File: config.mk
export PLATFORM = sky130hd
export DESIGN_NAME = cke_power_seq
export DESIGN_NICKNAME = d
export VERILOG_FILES = /design/src/rtl/ckeseq_pkg.sv /design/src/rtl/cke_seq_timer.sv /design/src/rtl/cke_seq_fsm.sv /design/src/rtl/cke_power_seq.sv
export SDC_FILE = /design/constraint.sdc
export NUM_CORES = 1
export LEC_CHECK = 0
export BUFFER_PORTS_ARGS = -buffer_cell sky130_fd_sc_hd__buf_4
export CAP_MARGIN = 20
export CORE_MARGIN = 4
export CORE_UTILIZATION = 55
export DETAILED_ROUTE_END_ITERATION = 6
export GPL_ROUTABILITY_DRIVEN = 0
export PLACE_DENSITY = 0.77
export SYNTH_ARGS = -nofsm -noshare
export SYNTH_HDL_FRONTEND = slang
export SYNTH_SLANG_ARGS = --single-unit
File: constraint.sdc
create_clock -name clk -period 4.7 [get_ports clk]
set_clock_uncertainty 0.15 [all_clocks]
set_input_delay 0.94 -clock clk [delete_from_list [all_inputs] [get_ports clk]]
set_output_delay 0.94 -clock clk [all_outputs]
set_load 0.01 [all_outputs]
File: src/rtl/ckeseq_pkg.sv
package ckeseq_pkg;

    typedef enum logic [2:0] {
        MODE_ACTIVE = 3'd0,
        MODE_PD_PRE = 3'd1,
        MODE_PD_ACT = 3'd2,
        MODE_SREF   = 3'd3,
        MODE_EXIT   = 3'd4
    } pmode_e;

    typedef enum logic [2:0] {
        CMD_DESEL = 3'd0,
        CMD_NOP   = 3'd1,
        CMD_AREF  = 3'd2
    } cmd_e;

    typedef struct packed {
        logic cke;
        cmd_e cmd;
    } bus_t;

    function automatic logic is_low_power(pmode_e m);
        return (m == MODE_PD_PRE) || (m == MODE_PD_ACT) || (m == MODE_SREF);
    endfunction

    function automatic int cnt_width(int unsigned load_val);
        return (load_val < 2) ? 1 : $clog2(load_val + 1);
    endfunction

endpackage

File: src/rtl/cke_seq_timer.sv
module cke_seq_timer
    import ckeseq_pkg::*;
#(
    parameter int unsigned LOAD_VAL = 10
) (
    input  logic clk,
    input  logic rst,
    input  logic load_i,
    output logic zero_o
);
    localparam int W = cnt_width(LOAD_VAL);

    logic [W-1:0] cnt_q;

    always_ff @(posedge clk) begin
        if (rst) begin
            cnt_q <= '0;
        end else if (load_i) begin
            cnt_q <= W'(LOAD_VAL);
        end else if (cnt_q != '0) begin
            cnt_q <= cnt_q - W'(1);
        end
    end

    assign zero_o = (cnt_q == '0);

    // once expired, the window stays expired until reloaded
    p_hold_zero_r8: assert property (@(posedge clk) disable iff (rst)
        (zero_o && !load_i) |=> zero_o);

endmodule

File: src/rtl/cke_seq_fsm.sv
module cke_seq_fsm
    import ckeseq_pkg::*;
(
    input  logic   clk,
    input  logic   rst,
    input  logic   bank_open_i,
    input  logic   pd_req_i,
    input  logic   sr_req_i,
    input  logic   wake_req_i,
    input  logic   exit_done_i,
    output bus_t   bus_o,
    output pmode_e mode_o,
    output logic   err_o,
    output logic   exit_load_o,
    output logic   hold_load_o
);
    pmode_e mode_q, mode_d;
    bus_t   bus_q, bus_d;
    logic   pend_q, pend_d;
    logic   err_q, err_d;
    logic   sr_want;

    assign sr_want = pend_q || sr_req_i;

    always_comb begin
        mode_d      = mode_q;
        bus_d.cke   = 1'b1;
        bus_d.cmd   = CMD_NOP;
        pend_d      = pend_q;
        err_d       = 1'b0;
        exit_load_o = 1'b0;
        hold_load_o = 1'b0;
        unique case (mode_q)
            MODE_ACTIVE: begin
                if (sr_want && !bank_open_i) begin
                    mode_d    = MODE_SREF;
                    bus_d.cke = 1'b0;
                    bus_d.cmd = CMD_AREF;
                    pend_d    = 1'b0;
                end else begin
                    pend_d = sr_want;
                    if (pd_req_i) begin
                        mode_d    = bank_open_i ? MODE_PD_ACT : MODE_PD_PRE;
                        bus_d.cke = 1'b0;
                    end
                end
            end
            MODE_PD_PRE, MODE_PD_ACT: begin
                err_d = sr_req_i;
                if (wake_req_i) begin
                    mode_d      = MODE_EXIT;
                    exit_load_o = 1'b1;
                end else begin
                    bus_d.cke = 1'b0;
                    bus_d.cmd = CMD_DESEL;
                end
            end
            MODE_SREF: begin
                if (wake_req_i) begin
                    mode_d      = MODE_EXIT;
                    exit_load_o = 1'b1;
                    hold_load_o = 1'b1;
                end else begin
                    bus_d.cke = 1'b0;
                    bus_d.cmd = CMD_DESEL;
                end
            end
            MODE_EXIT: begin
                pend_d = sr_want;
                if (exit_done_i) begin
                    mode_d = MODE_ACTIVE;
                end
            end
            default: begin
                mode_d = MODE_ACTIVE;
            end
        endcase
    end

    always_ff @(posedge clk) begin
        if (rst) begin
            mode_q    <= MODE_ACTIVE;
            bus_q.cke <= 1'b1;
            bus_q.cmd <= CMD_NOP;
            pend_q    <= 1'b0;
            err_q     <= 1'b0;
        end else begin
            mode_q <= mode_d;
            bus_q  <= bus_d;
            pend_q <= pend_d;
            err_q  <= err_d;
        end
    end

    assign bus_o  = bus_q;
    assign mode_o = mode_q;
    assign err_o  = err_q;

    // clock-enable low on two edges in a row carries only DESELECT
    p_low_desel_r4: assert property (@(posedge clk) disable iff (rst)
        (!bus_q.cke && !$past(bus_q.cke)) |-> (bus_q.cmd == CMD_DESEL));

    // auto-refresh only on the falling clock-enable edge
    p_aref_fall_r5: assert property (@(posedge clk) disable iff (rst)
        (bus_q.cmd == CMD_AREF) |-> (!bus_q.cke && $past(bus_q.cke)));

    // self-refresh is only entered from idle banks
    p_sref_idle_r6: assert property (@(posedge clk) disable iff (rst)
        (mode_q == MODE_SREF && $past(mode_q) != MODE_SREF) |-> !$past(bank_open_i));

    // clock-enable rises with NOP, and the exit window stays quiet
    p_rise_nop_r7: assert property (@(posedge clk) disable iff (rst)
        $rose(bus_q.cke) |-> (bus_q.cmd == CMD_NOP && mode_q == MODE_EXIT));

    p_exit_quiet_r7: assert property (@(posedge clk) disable iff (rst)
        (mode_q == MODE_EXIT) |-> (bus_q.cke && bus_q.cmd == CMD_NOP));

    // clock-enable is low exactly in the low-power modes
    p_cke_mode_r2: assert property (@(posedge clk) disable iff (rst)
        bus_q.cke == !is_low_power(mode_q));

    // errors are only reported on leaving or staying in power-down
    p_err_src_r9: assert property (@(posedge clk) disable iff (rst)
        err_q |-> (mode_q == MODE_PD_PRE || mode_q == MODE_PD_ACT || mode_q == MODE_EXIT));

endmodule

File: src/rtl/cke_power_seq.sv
module cke_power_seq
    import ckeseq_pkg::*;
#(
    parameter int unsigned EXIT_CYC = 10,
    parameter int unsigned RD_HOLD  = 200
) (
    input  logic       clk,
    input  logic       rst,
    input  logic       bank_open_i,
    input  logic       pd_req_i,
    input  logic       sr_req_i,
    input  logic       wake_req_i,
    output logic       cke_o,
    output logic [2:0] cmd_o,
    output logic [2:0] mode_o,
    output logic       cmd_allow_o,
    output logic       rd_allow_o,
    output logic       err_o
);
    localparam int unsigned EXIT_LOAD = (EXIT_CYC > 0) ? EXIT_CYC - 1 : 0;

    bus_t   bus;
    pmode_e mode;
    logic   exit_load, hold_load;
    logic   exit_done, hold_done;

    cke_seq_fsm u_fsm (
        .clk         (clk),
        .rst         (rst),
        .bank_open_i (bank_open_i),
        .pd_req_i    (pd_req_i),
        .sr_req_i    (sr_req_i),
        .wake_req_i  (wake_req_i),
        .exit_done_i (exit_done),
        .bus_o       (bus),
        .mode_o      (mode),
        .err_o       (err_o),
        .exit_load_o (exit_load),
        .hold_load_o (hold_load)
    );

    cke_seq_timer #(.LOAD_VAL(EXIT_LOAD)) u_exit_tmr (
        .clk    (clk),
        .rst    (rst),
        .load_i (exit_load),
        .zero_o (exit_done)
    );

    cke_seq_timer #(.LOAD_VAL(RD_HOLD)) u_hold_tmr (
        .clk    (clk),
        .rst    (rst),
        .load_i (hold_load),
        .zero_o (hold_done)
    );

    assign cke_o       = bus.cke;
    assign cmd_o       = bus.cmd;
    assign mode_o      = mode;
    assign cmd_allow_o = (mode == MODE_ACTIVE);
    assign rd_allow_o  = (mode == MODE_ACTIVE) && hold_done;

endmodule

==> flow_metrics.tcl <==
set metrics [dict create \
    status "completed" \
    antenna_cells 0 \
    fin_ws_ns 1.698 \
    r2r_start "u_hold_tmr.cnt_q[0]" \
    cts_buffer_depth 2 \
    regArea_um2 400.4 \
    synthesis.area_um2 924.6 \
    worst_slew_pin_slew_ns 0.7258 \
    ys_ff_latch 20 \
    timing.final.crit_share 0.6388 \
    async_flop_share 0 \
    wl_um 1890 \
    dpl.cell_count 131 \
    placed_area_um2 1027 \
    ys_warn_count 0 \
    fillers 139 \
    syn_avg_cell_area_um2 8.723 \
    grt-ovfl-total 0 \
    grt_use_total 0.1666 \
    dp_slack_ns 2.106 \
    grt_max_degree 14 \
    cts_resized 0 \
    ios 16 \
    grt_pass1_wl_um 3139 \
    area_delta_synth_final_pct 16.78 \
    whs_ns 0.3608 \
    portBuffers 14 \
    critPathLaunchType "flip-flop" \
    die_w_um 49 \
    fmax_ghz 0.3331 \
    cap_viol_max_count 0 \
    clk_pin_slew_worst_paths_ns 0.11 \
    p_per_area_nw_per_um2 681.8 \
    detail_route.wl_per_cell_um 14.00 \
    rr_endpoint "u_hold_tmr.cnt_q[1]" \
    cts_tree "done" \
    ir_worst_vdd_mv 0.3734 \
    rsz0062_at_grt "false" \
    hold_violations 0 \
    critPathMaxFanout 7 \
    arrival_ns 1.91 \
    vias_per_cell 6.244 \
    antenna_found_initial 0 \
    cts-root-buf "clkbuf_4" \
    hpwl_um 1386 \
    dieArea_um2 2401 \
    layout-drive-gt1-share 0.2017 \
    drt_iter0_markers 26 \
    crit_required_ns 3.61 \
    fin_setup_tns_ns 0 \
    synthDistinctLibCells 35 \
    fin_area_um2 1080 \
    ff2ff_path_depth 5 \
    syn_nets 114 \
    start_util 0.5998 \
    antenna_left 0 \
    utilization 0.7005 \
    fin_cells 135 \
    netlist_instances 106 \
    slew_headroom 0.5117 \
    finalMaxSlewViolations 0 \
    power_leakage_nw 0.4439 \
    nets 128 \
    fp-row-count 14 \
    grt_pass1_vias 706 \
    cts_setup_buffers 0 \
    hp-class "reg2reg" \
    cts.sinks 20 \
    holdBufCountCts 0 \
    period_minus_slack_ns 3.002 \
    crit_type "reg2out" \
    synthFlopType "dfxtp_1" \
    startpoint "u_hold_tmr.cnt_q[0]" \
    multi_input_area_um2 483.0 \
    vias 843 \
    crit_path_end "rd_allow_o" \
    clk-insertion-delay-late_ns 0.30 \
    htreeDepth 1 \
    cts_buffers 3 \
    coreArea_um2 1541 \
    dr.pass1.iters 4 \
    drt_drc_violations_left 0 \
    die-height_um 49 \
    crit_path_end_kind "primary output" \
    seq_area_frac_synth 0.4330 \
    synth_edf_count 0 \
    ff2ff_setup_slack_ns 2.80 \
    setup_violations 0 \
    fin_total_pwr_mw 0.7362 \
]
critical path: stages (launching register included):
cell and delay, ns:
dfxtp_1 0.36, inv_1 0.08, ha_1 0.29, nor3b_1 0.52
and3_1 0.23, buf_4 0.12
kinds of logic (layout without fill, tap and decap cells):
family          Yosys count  in the layout  share of synthesized area
xor+xnor                  3              3                    0.02842
buf+inv                  10             23                    0.04466
flops                    20             20                     0.4330
simple gates             40             40                     0.2544
other cells               1              1                   0.004056
mux                       1              1                    0.01083
fa+ha+maj                 2              2                    0.02706
compound gates           29             29                     0.1976
cells in the mapped netlist (all sizes together), types with 2 or more instances:
cell     n  area (um2)
xnor2    2       17.52
or3b     2       17.52
nand2    3       11.26
and3     2       12.51
nand2b   2       12.51
a211oi   2       15.01
o211ai   2       15.01
ha       2       25.02
nor4     2       12.51
nand4b   2       17.52
or2      2       12.51
a31oi    3       18.77
dfxtp   20       400.4
clkbuf   4       15.01
nor3     8       40.04
or4      4       33.78
inv      5       18.77
o31ai    3       22.52
o21ai    4       20.02
nor2     7       26.28
a21oi   10       50.05
or3      3       18.77
flip-flops by register name (all words and copies together), names as in the netlist:
signal / cells
u_exit_tmr.cnt_q: 4
u_fsm.err_o: 1
u_fsm.mode_o: 3
u_hold_tmr.cnt_q: 8
u_fsm.pend_q: 1
u_fsm.bus_o: 3
cells in the final DEF, fill, tap and decap left out, drive strengths merged, types with 3 or more instances in the layout:
cell type  Yosys  routed
dfxtp         20      20
buf            1      14
a21oi         10      10
nor3           8       8
nor2           7       7
inv            5       5
o21ai          4       4
or4            4       4
a31oi          3       3
o31ai          3       3
nand2          3       3
or3            3       3
clkbuf         4       3
worst min-delay path by stage:
stage / from / end / slack, ns / cells past startpoint
4_1_cts: u_exit_tmr.cnt_q[3] / u_exit_tmr.cnt_q[2] / 0.36 / 2
6_report: u_exit_tmr.cnt_q[2] / u_exit_tmr.cnt_q[2] / 0.36 / 2
2_1_floorplan: u_exit_tmr.cnt_q[2] / u_exit_tmr.cnt_q[2] / 0.32 / 2
3_3_place_gp: u_exit_tmr.cnt_q[2] / u_exit_tmr.cnt_q[2] / 0.34 / 2
3_5_place_dp: u_exit_tmr.cnt_q[2] / u_exit_tmr.cnt_q[2] / 0.35 / 2
5_1_grt: u_exit_tmr.cnt_q[3] / u_exit_tmr.cnt_q[2] / 0.39 / 2
layout make-up:
cell class,instances,area share
Multi-Input combinational cell,76,0.4473
Sequential cell,20,0.3708
Timing Repair Buffer,14,0.09733
Clock inverter,1,0.02781
Clock buffer,3,0.02086
Tap cell,16,0.01854
Inverter,5,0.01738
per-layer routing:
| metal | share of wire | GRT usage | wire length [um] |
|---|---|---|---|
| met2 | 0.44 | 0.2413 | 836 |
| met5 | 0 | 0 | 0 |
| met4 | 0.022 | 0.1076 | 41 |
| met3 | 0.085 | 0.03364 | 160 |
| met1 | 0.45 | 0.2214 | 852 |
power breakdown:
group	internal [mW]	total [mW]	switching (mW)	leakage, nW
clock	0.0863	0.139	0.0532	0.0279
sequential	0.222	0.281	0.0591	0.165
combinational	0.155	0.316	0.161	0.251
total	0.463	0.736	0.273	0.444
No activity file was read; power rests on OpenSTA's default activity.
